`src/rtl/rstcsr_pkg.sv`:
```
package rstcsr_pkg;

    typedef enum logic [1:0] {
        ST_COLD = 2'd0,
        ST_HELD = 2'd1,
        ST_RUN  = 2'd2
    } rst_state_e;

    localparam int unsigned DATA_W   = 32;
    localparam int unsigned TOP_LSB  = 27;
    localparam int unsigned STORE_W  = DATA_W - TOP_LSB;

    localparam int unsigned POS_POR  = 31;
    localparam int unsigned POS_SPOR = 30;
    localparam int unsigned POS_SXIR = 29;

    localparam logic [DATA_W-1:0] W1C_MASK = 32'h9800_0000;
    localparam logic [DATA_W-1:0] W1S_MASK = 32'h6000_0000;
    localparam logic [DATA_W-1:0] POR_VAL  = 32'h8000_0000;

endpackage

```
`src/rtl/rstcsr_decode.sv`:
```
module rstcsr_decode #(
    parameter int unsigned         ADDR_W  = 16,
    parameter logic [ADDR_W-1:0]   WORD_AD = 16'hF024
) (
    input  logic [ADDR_W-1:0] addr,
    output logic              hit
);
    localparam logic [ADDR_W-1:0] LANE_BITS = ADDR_W'(3);
    localparam logic [ADDR_W-1:0] SEL_MASK  = ~LANE_BITS;

    always_comb begin
        hit = (((addr ^ WORD_AD) & SEL_MASK) == '0);
    end
endmodule

```
`src/rtl/rstcsr_cnt.sv`:
```
module rstcsr_cnt #(
    parameter int unsigned CNT_W = 4
) (
    input  logic             clk,
    input  logic             pwr_up_n,
    input  logic             inc,
    input  logic             clr,
    output logic             zero,
    output logic [CNT_W-1:0] cnt
);
    localparam logic [CNT_W-1:0] CNT_MAX = {CNT_W{1'b1}};

    always_ff @(posedge clk or negedge pwr_up_n) begin
        if (!pwr_up_n) begin
            cnt <= '0;
        end else if (clr) begin
            cnt <= '0;
        end else if (inc && (cnt != CNT_MAX)) begin
            cnt <= cnt + CNT_W'(1);
        end
    end

    always_comb begin
        zero = (cnt == '0);
    end

    // a changed count either advanced by one or was cleared
    assert_cnt_step_R9: assert property (@(posedge clk) disable iff (!pwr_up_n)
        (cnt != $past(cnt)) |-> ((cnt == $past(cnt) + CNT_W'(1)) || (cnt == '0)));

    // a saturated count stays saturated unless cleared
    assert_cnt_sat_R9: assert property (@(posedge clk) disable iff (!pwr_up_n)
        ((cnt == CNT_MAX) && !clr) |=> (cnt == CNT_MAX));
endmodule

```
`src/rtl/rstcsr_fsm.sv`:
```
module rstcsr_fsm
    import rstcsr_pkg::*;
(
    input  logic clk,
    input  logic pwr_up_n,
    input  logic sys_reset,
    output logic evt,
    output logic acc_ok
);
    rst_state_e state_q, state_d;

    always_ff @(posedge clk or negedge pwr_up_n) begin
        if (!pwr_up_n) begin
            state_q <= ST_COLD;
        end else begin
            state_q <= state_d;
        end
    end

    always_comb begin
        state_d = state_q;
        unique case (state_q)
            ST_COLD: if (sys_reset)  state_d = ST_HELD;
            ST_HELD: if (!sys_reset) state_d = ST_RUN;
            ST_RUN:  if (sys_reset)  state_d = ST_HELD;
            default: state_d = ST_COLD;
        endcase
    end

    always_comb begin
        evt    = 1'b0;
        acc_ok = 1'b0;
        unique case (state_q)
            ST_COLD, ST_RUN: begin
                evt    = sys_reset;
                acc_ok = !sys_reset;
            end
            ST_HELD: begin
                evt    = 1'b0;
                acc_ok = !sys_reset;
            end
            default: begin
                evt    = 1'b0;
                acc_ok = 1'b0;
            end
        endcase
    end

    // a held reset input yields one event only
    assert_evt_single_R10: assert property (@(posedge clk) disable iff (!pwr_up_n)
        evt |=> !evt);

    // no access is accepted while the reset input is high
    assert_no_acc_in_reset_R10: assert property (@(posedge clk) disable iff (!pwr_up_n)
        sys_reset |-> !acc_ok);
endmodule

```
`src/rtl/rstcsr_top.sv`:
```
module rstcsr_top
    import rstcsr_pkg::*;
#(
    parameter int unsigned       ADDR_W  = 16,
    parameter logic [ADDR_W-1:0] WORD_AD = 16'hF024,
    parameter int unsigned       CNT_W   = 4
) (
    input  logic              clk,
    input  logic              pwr_up_n,
    input  logic              sys_reset,
    input  logic              wr_en,
    input  logic [ADDR_W-1:0] addr,
    input  logic [DATA_W-1:0] wdata,
    output logic [DATA_W-1:0] rdata,
    output logic              rst_req
);
    localparam logic [DATA_W-1:0] REQ_MASK = W1S_MASK;
    localparam int unsigned       SPOR_IX  = POS_SPOR - TOP_LSB;
    localparam int unsigned       POR_IX   = POS_POR - TOP_LSB;

    logic               hit;
    logic               evt;
    logic               acc_ok;
    logic               wr_go;
    logic               cnt_zero;
    logic [CNT_W-1:0]   cnt;
    logic [STORE_W-1:0] csr_q;
    logic               req_bits;
    logic               spor_bit;

    rstcsr_decode #(
        .ADDR_W  (ADDR_W),
        .WORD_AD (WORD_AD)
    ) u_decode (
        .addr (addr),
        .hit  (hit)
    );

    rstcsr_fsm u_fsm (
        .clk       (clk),
        .pwr_up_n  (pwr_up_n),
        .sys_reset (sys_reset),
        .evt       (evt),
        .acc_ok    (acc_ok)
    );

    always_comb begin
        wr_go    = wr_en && hit && acc_ok;
        req_bits = |(wdata & REQ_MASK);
        spor_bit = wdata[POS_SPOR];
    end

    rstcsr_cnt #(
        .CNT_W (CNT_W)
    ) u_cnt (
        .clk      (clk),
        .pwr_up_n (pwr_up_n),
        .inc      (evt),
        .clr      (wr_go && spor_bit),
        .zero     (cnt_zero),
        .cnt      (cnt)
    );

    for (genvar b = 0; b < STORE_W; b++) begin : g_bit
        localparam int unsigned POS = TOP_LSB + b;
        logic nxt;
        if (W1C_MASK[POS]) begin : g_w1c
            always_comb nxt = csr_q[b] & ~(wr_go & wdata[POS]);
        end else begin : g_w1s
            always_comb nxt = csr_q[b] | (wr_go & wdata[POS]);
        end
        always_ff @(posedge clk or negedge pwr_up_n) begin
            if (!pwr_up_n) begin
                csr_q[b] <= 1'b0;
            end else if (evt && cnt_zero) begin
                csr_q[b] <= POR_VAL[POS];
            end else begin
                csr_q[b] <= nxt;
            end
        end
    end

    always_ff @(posedge clk or negedge pwr_up_n) begin
        if (!pwr_up_n) begin
            rst_req <= 1'b0;
        end else begin
            rst_req <= wr_go && req_bits;
        end
    end

    always_comb begin
        rdata = hit ? {csr_q, {TOP_LSB{1'b0}}} : '0;
    end

    // first event with a zero count loads the power-on value alone
    assert_por_load_R8: assert property (@(posedge clk) disable iff (!pwr_up_n)
        (evt && cnt_zero) |=> (csr_q == STORE_W'(1) << POR_IX));

    // an event with a non-zero count keeps the stored bits
    assert_por_keep_R8: assert property (@(posedge clk) disable iff (!pwr_up_n)
        (evt && !cnt_zero) |=> $stable(csr_q));

    // the word is frozen and requests are quiet while reset is held
    assert_hold_frozen_R10: assert property (@(posedge clk) disable iff (!pwr_up_n)
        (sys_reset && !evt) |=> $stable(csr_q));
    assert_req_quiet_R10: assert property (@(posedge clk) disable iff (!pwr_up_n)
        sys_reset |=> !rst_req);

    // a soft power-on write leaves the counter at zero
    assert_spor_clears_R6: assert property (@(posedge clk) disable iff (!pwr_up_n)
        (wr_go && spor_bit) |=> (cnt_zero && csr_q[SPOR_IX]));

    // writing one to the power-on flag clears it
    assert_w1c_R4: assert property (@(posedge clk) disable iff (!pwr_up_n)
        (wr_go && wdata[POS_POR] && !evt) |=> !csr_q[POR_IX]);
endmodule

```
`config.mk`:
```
export PLATFORM = sky130hd
export DESIGN_NAME = rstcsr_top
export DESIGN_NICKNAME = d
export VERILOG_FILES = /design/src/rtl/rstcsr_pkg.sv /design/src/rtl/rstcsr_decode.sv /design/src/rtl/rstcsr_cnt.sv /design/src/rtl/rstcsr_fsm.sv /design/src/rtl/rstcsr_top.sv
export SDC_FILE = /design/constraint.sdc
export NUM_CORES = 1
export LEC_CHECK = 0
export ABC_CLOCK_PERIOD_IN_PS = 1400
export BUFFER_PORTS_ARGS = -buffer_cell sky130_fd_sc_hd__buf_2
export CAP_MARGIN = 20
export CORE_MARGIN = 5
export CORE_UTILIZATION = 32
export CTS_BUF_LIST = sky130_fd_sc_hd__clkbuf_16
export CTS_CLUSTER_SIZE = 16
export DETAILED_ROUTE_END_ITERATION = 7
export HOLD_SLACK_MARGIN = 0.02
export PLACE_DENSITY = 0.73
export SYNTH_ARGS = -nofsm -noshare
export SYNTH_HDL_FRONTEND = slang
export SYNTH_HIERARCHICAL = 1
export SYNTH_SLANG_ARGS = --single-unit
export TNS_END_PERCENT = 100
```
`constraint.sdc`:
```
create_clock -name clk -period 1.4 [get_ports clk]
set_input_delay 0.07 -clock clk [delete_from_list [all_inputs] [get_ports clk]]
set_output_delay 0.07 -clock clk [all_outputs]
set_load 0.005 [all_outputs]
```
==> flow_summary.ini <==
[sta]
fin_skew_ps = 4.28
max_clock_freq_mhz = 740
fin_crit_ps = 1350
post-route-period-util = 0.965
finalSetupViolCount = 0
rsz0062_at_grt = true
hold_viol_final = 0
finalMaxSlewViolations = 0
final.setup.tns_ps = 0

[detailed_routing]
routed_wl_um = 1820
drtPass1Iterations = 4
initialDrtViolationCount = 24
ant_nets = 0
drc_errors = 0
vias = 679
routed_via_density = 4.30
wl_per_cell_um = 11.5

[cells_and_area]
fillers = 249
final_util = 0.448
stdcell_area_um2 = 1130
num_antenna_cells = 0
mostFrequentLayoutCells = conb_1, buf_2, dfrtp_1
final_nets = 183
area_growth_pct = 31.1
drive_above_1_share = 0.406

[setup_path]
crit_slowest_cell = or4_4
startpoint_type = primary input
endpoint_kind = flip-flop
cp.required_ps = 1520
rrSetupSlack_ps = 60
cp_top_family = simple AND/OR/NAND/NOR gates
crit_fanout = 4
critPathBufInv = 1
critPathLaunch = addr[7]
worst_path_largest_cell_delay_ps = 530
crit_arrival_ps = 1470
cp_cell_sequence = buf_6 > or4_4 > nor4_4 > and4_4 > nor2_2 > mux2_4
worst-setup-path-type = primary input to flip-flop
r2r_start = u_cnt/cnt[0]$_DFFE_PN0P_

[cts]
clkLatencyLatePin_ps = 240
cts_buffer_depth = 2
cts_tree = done
cts.htree.levels = 1
cts-root-buf = clkbuf_16
cts_num_sinks = 12
numCtsBuffers = 3
path_clk_slew_ps = 40

[synthesis]
ys_ff_latch = 12
yosysSeqAreaShare = 0.348
syn_inst = 88
syn_area_um2 = 862
synth_warnings = 6
synthFlopType = dfrtp_1
synth_edf_count = 0
ys_types = 34
synth.avg_cell_area_um2 = 9.80
async_reset_ff_frac = 1.00

[placed_design]
dpl-instance-area_um2 = 982
gp_congestion = 0.773
io_buffers = 28
hpwlAfterDp_um = 1460

[global_routing]
grt_pass1_wl_um = 2730
grt_overflow = 0
grt_pass1_vias = 639
grt_util_met3 = 0.0434
antenna_found_initial = 0
grt-busiest-layer = met2
globalRouteMet2Util = 0.173
met1_usage = 0.107
grt_use_total = 0.0995
grt_max_degree = 13

[floorplanning]
ios = 85
core_um2 = 2520
num_rows = 18
start_util = 0.342
chipWidth_um = 61.9
die_h_um = 61.9
die_area_um2 = 3830

[power_and_ir_drop]
power_leakage_nw = 0.606
powerDensity_nw_per_um2 = 1220
report.power.total_mw = 1.38
irDropWorstVdd_mv = 0.772

[hold_path]
hold_path_class = primary input to flip-flop
min-delay-start = wdata[29]

[job]
cap_violations = 0

[outcome]
status = complete, no violations
[cell usage after synthesis (all sizes together) (2+ instances only)]
master  instances  area share
nor2            3       0.013
dfrtp          12        0.35
nand4           4       0.029
nand2b          3       0.022
inv             2      0.0087
and2            5       0.036
buf            28        0.24
a21oi           4       0.023
and3            3       0.028
ha              2       0.029
[stage by stage]
stage | hold slack [ps] | worst slack, ps | std cells
after CTS | 126 | 20.0 | 155
after global placement | -36.8 | -151 | 149
final | 126 | 49.2 | 158
after global routing | 129 | -30.3 | 158
after floorplan | -226 | -32.2 | 114
after detailed placement | -37.9 | -172 | 149
[worst register-to-register path, stage by stage, from the launching register on]
cell	delay (ps)
dfrtp_1	410
ha_2	210
and3_4	160
nor2b_4	130
mux2_4	310
[per-layer routing]
metal,wire (um),share of wire,up-vias
li1,-,-,329
met1,687,0.38,325
met2,975,0.53,22
met3,143,0.078,3
met4,19,0.010,0
met5,0,0,-
[sequential cells by signal (all words and copies together) (netlist names)]
signal         count
csr_q              5
u_cnt/cnt          4
u_fsm/state_q      2
rst_req            1
[what timing repair did]
| action | in CTS | in global routing |
|---|---|---|
| resized for setup | 1 | 6 |
| endpoints found under the hold margin | 13 | 0 |
| endpoints found under the setup margin | 1 | 7 |
| hold buffers | 2 | 0 |
| pin swaps | 0 | 2 |
| buffers inserted | 0 | 3 |
[logic make-up after synthesis]
family          share of synthesized area
flops                               0.348
buf+inv                             0.250
fa+ha+maj                          0.0290
simple gates                        0.250
mux                                0.0290
compound gates                     0.0798
other cells                       0.00435
xor+xnor                           0.0102
[final cells by class]
| type | instances | area (um^2) | area share |
|---|---|---|---|
| multi-input cells | 72 | 475 | 0.421 |
| flip-flops and latches | 12 | 300 | 0.266 |
| repair buffers | 38 | 230 | 0.204 |
| clock buffers | 3 | 75.1 | 0.0664 |
| well taps | 30 | 37.5 | 0.0332 |
| inverters | 2 | 7.51 | 0.00664 |
| clock inverters | 1 | 3.75 | 0.00332 |
[worst paths after layout]
check,cells after the start,endpoint
max reg2reg,4,u_cnt/cnt[0]$_DFFE_PN0P_
min in group asynchronous,2,csr_q[0]$_DFF_PN0_
min,2,rst_req$_DFF_PN0_
max,6,u_cnt/cnt[0]$_DFFE_PN0P_
min reg2reg,1,csr_q[3]$_DFF_PN0_
max in group asynchronous,2,u_fsm/state_q[0]$_DFFE_PN0P_
[power by group]
group / leakage, nW / internal [mW] / switching, mW
clock network: 0.0385 / 0.375 / 0.144
registers: 0.152 / 0.425 / 0.0875
logic: 0.415 / 0.183 / 0.163
Note: power is estimated with default switching activity, not from simulation.
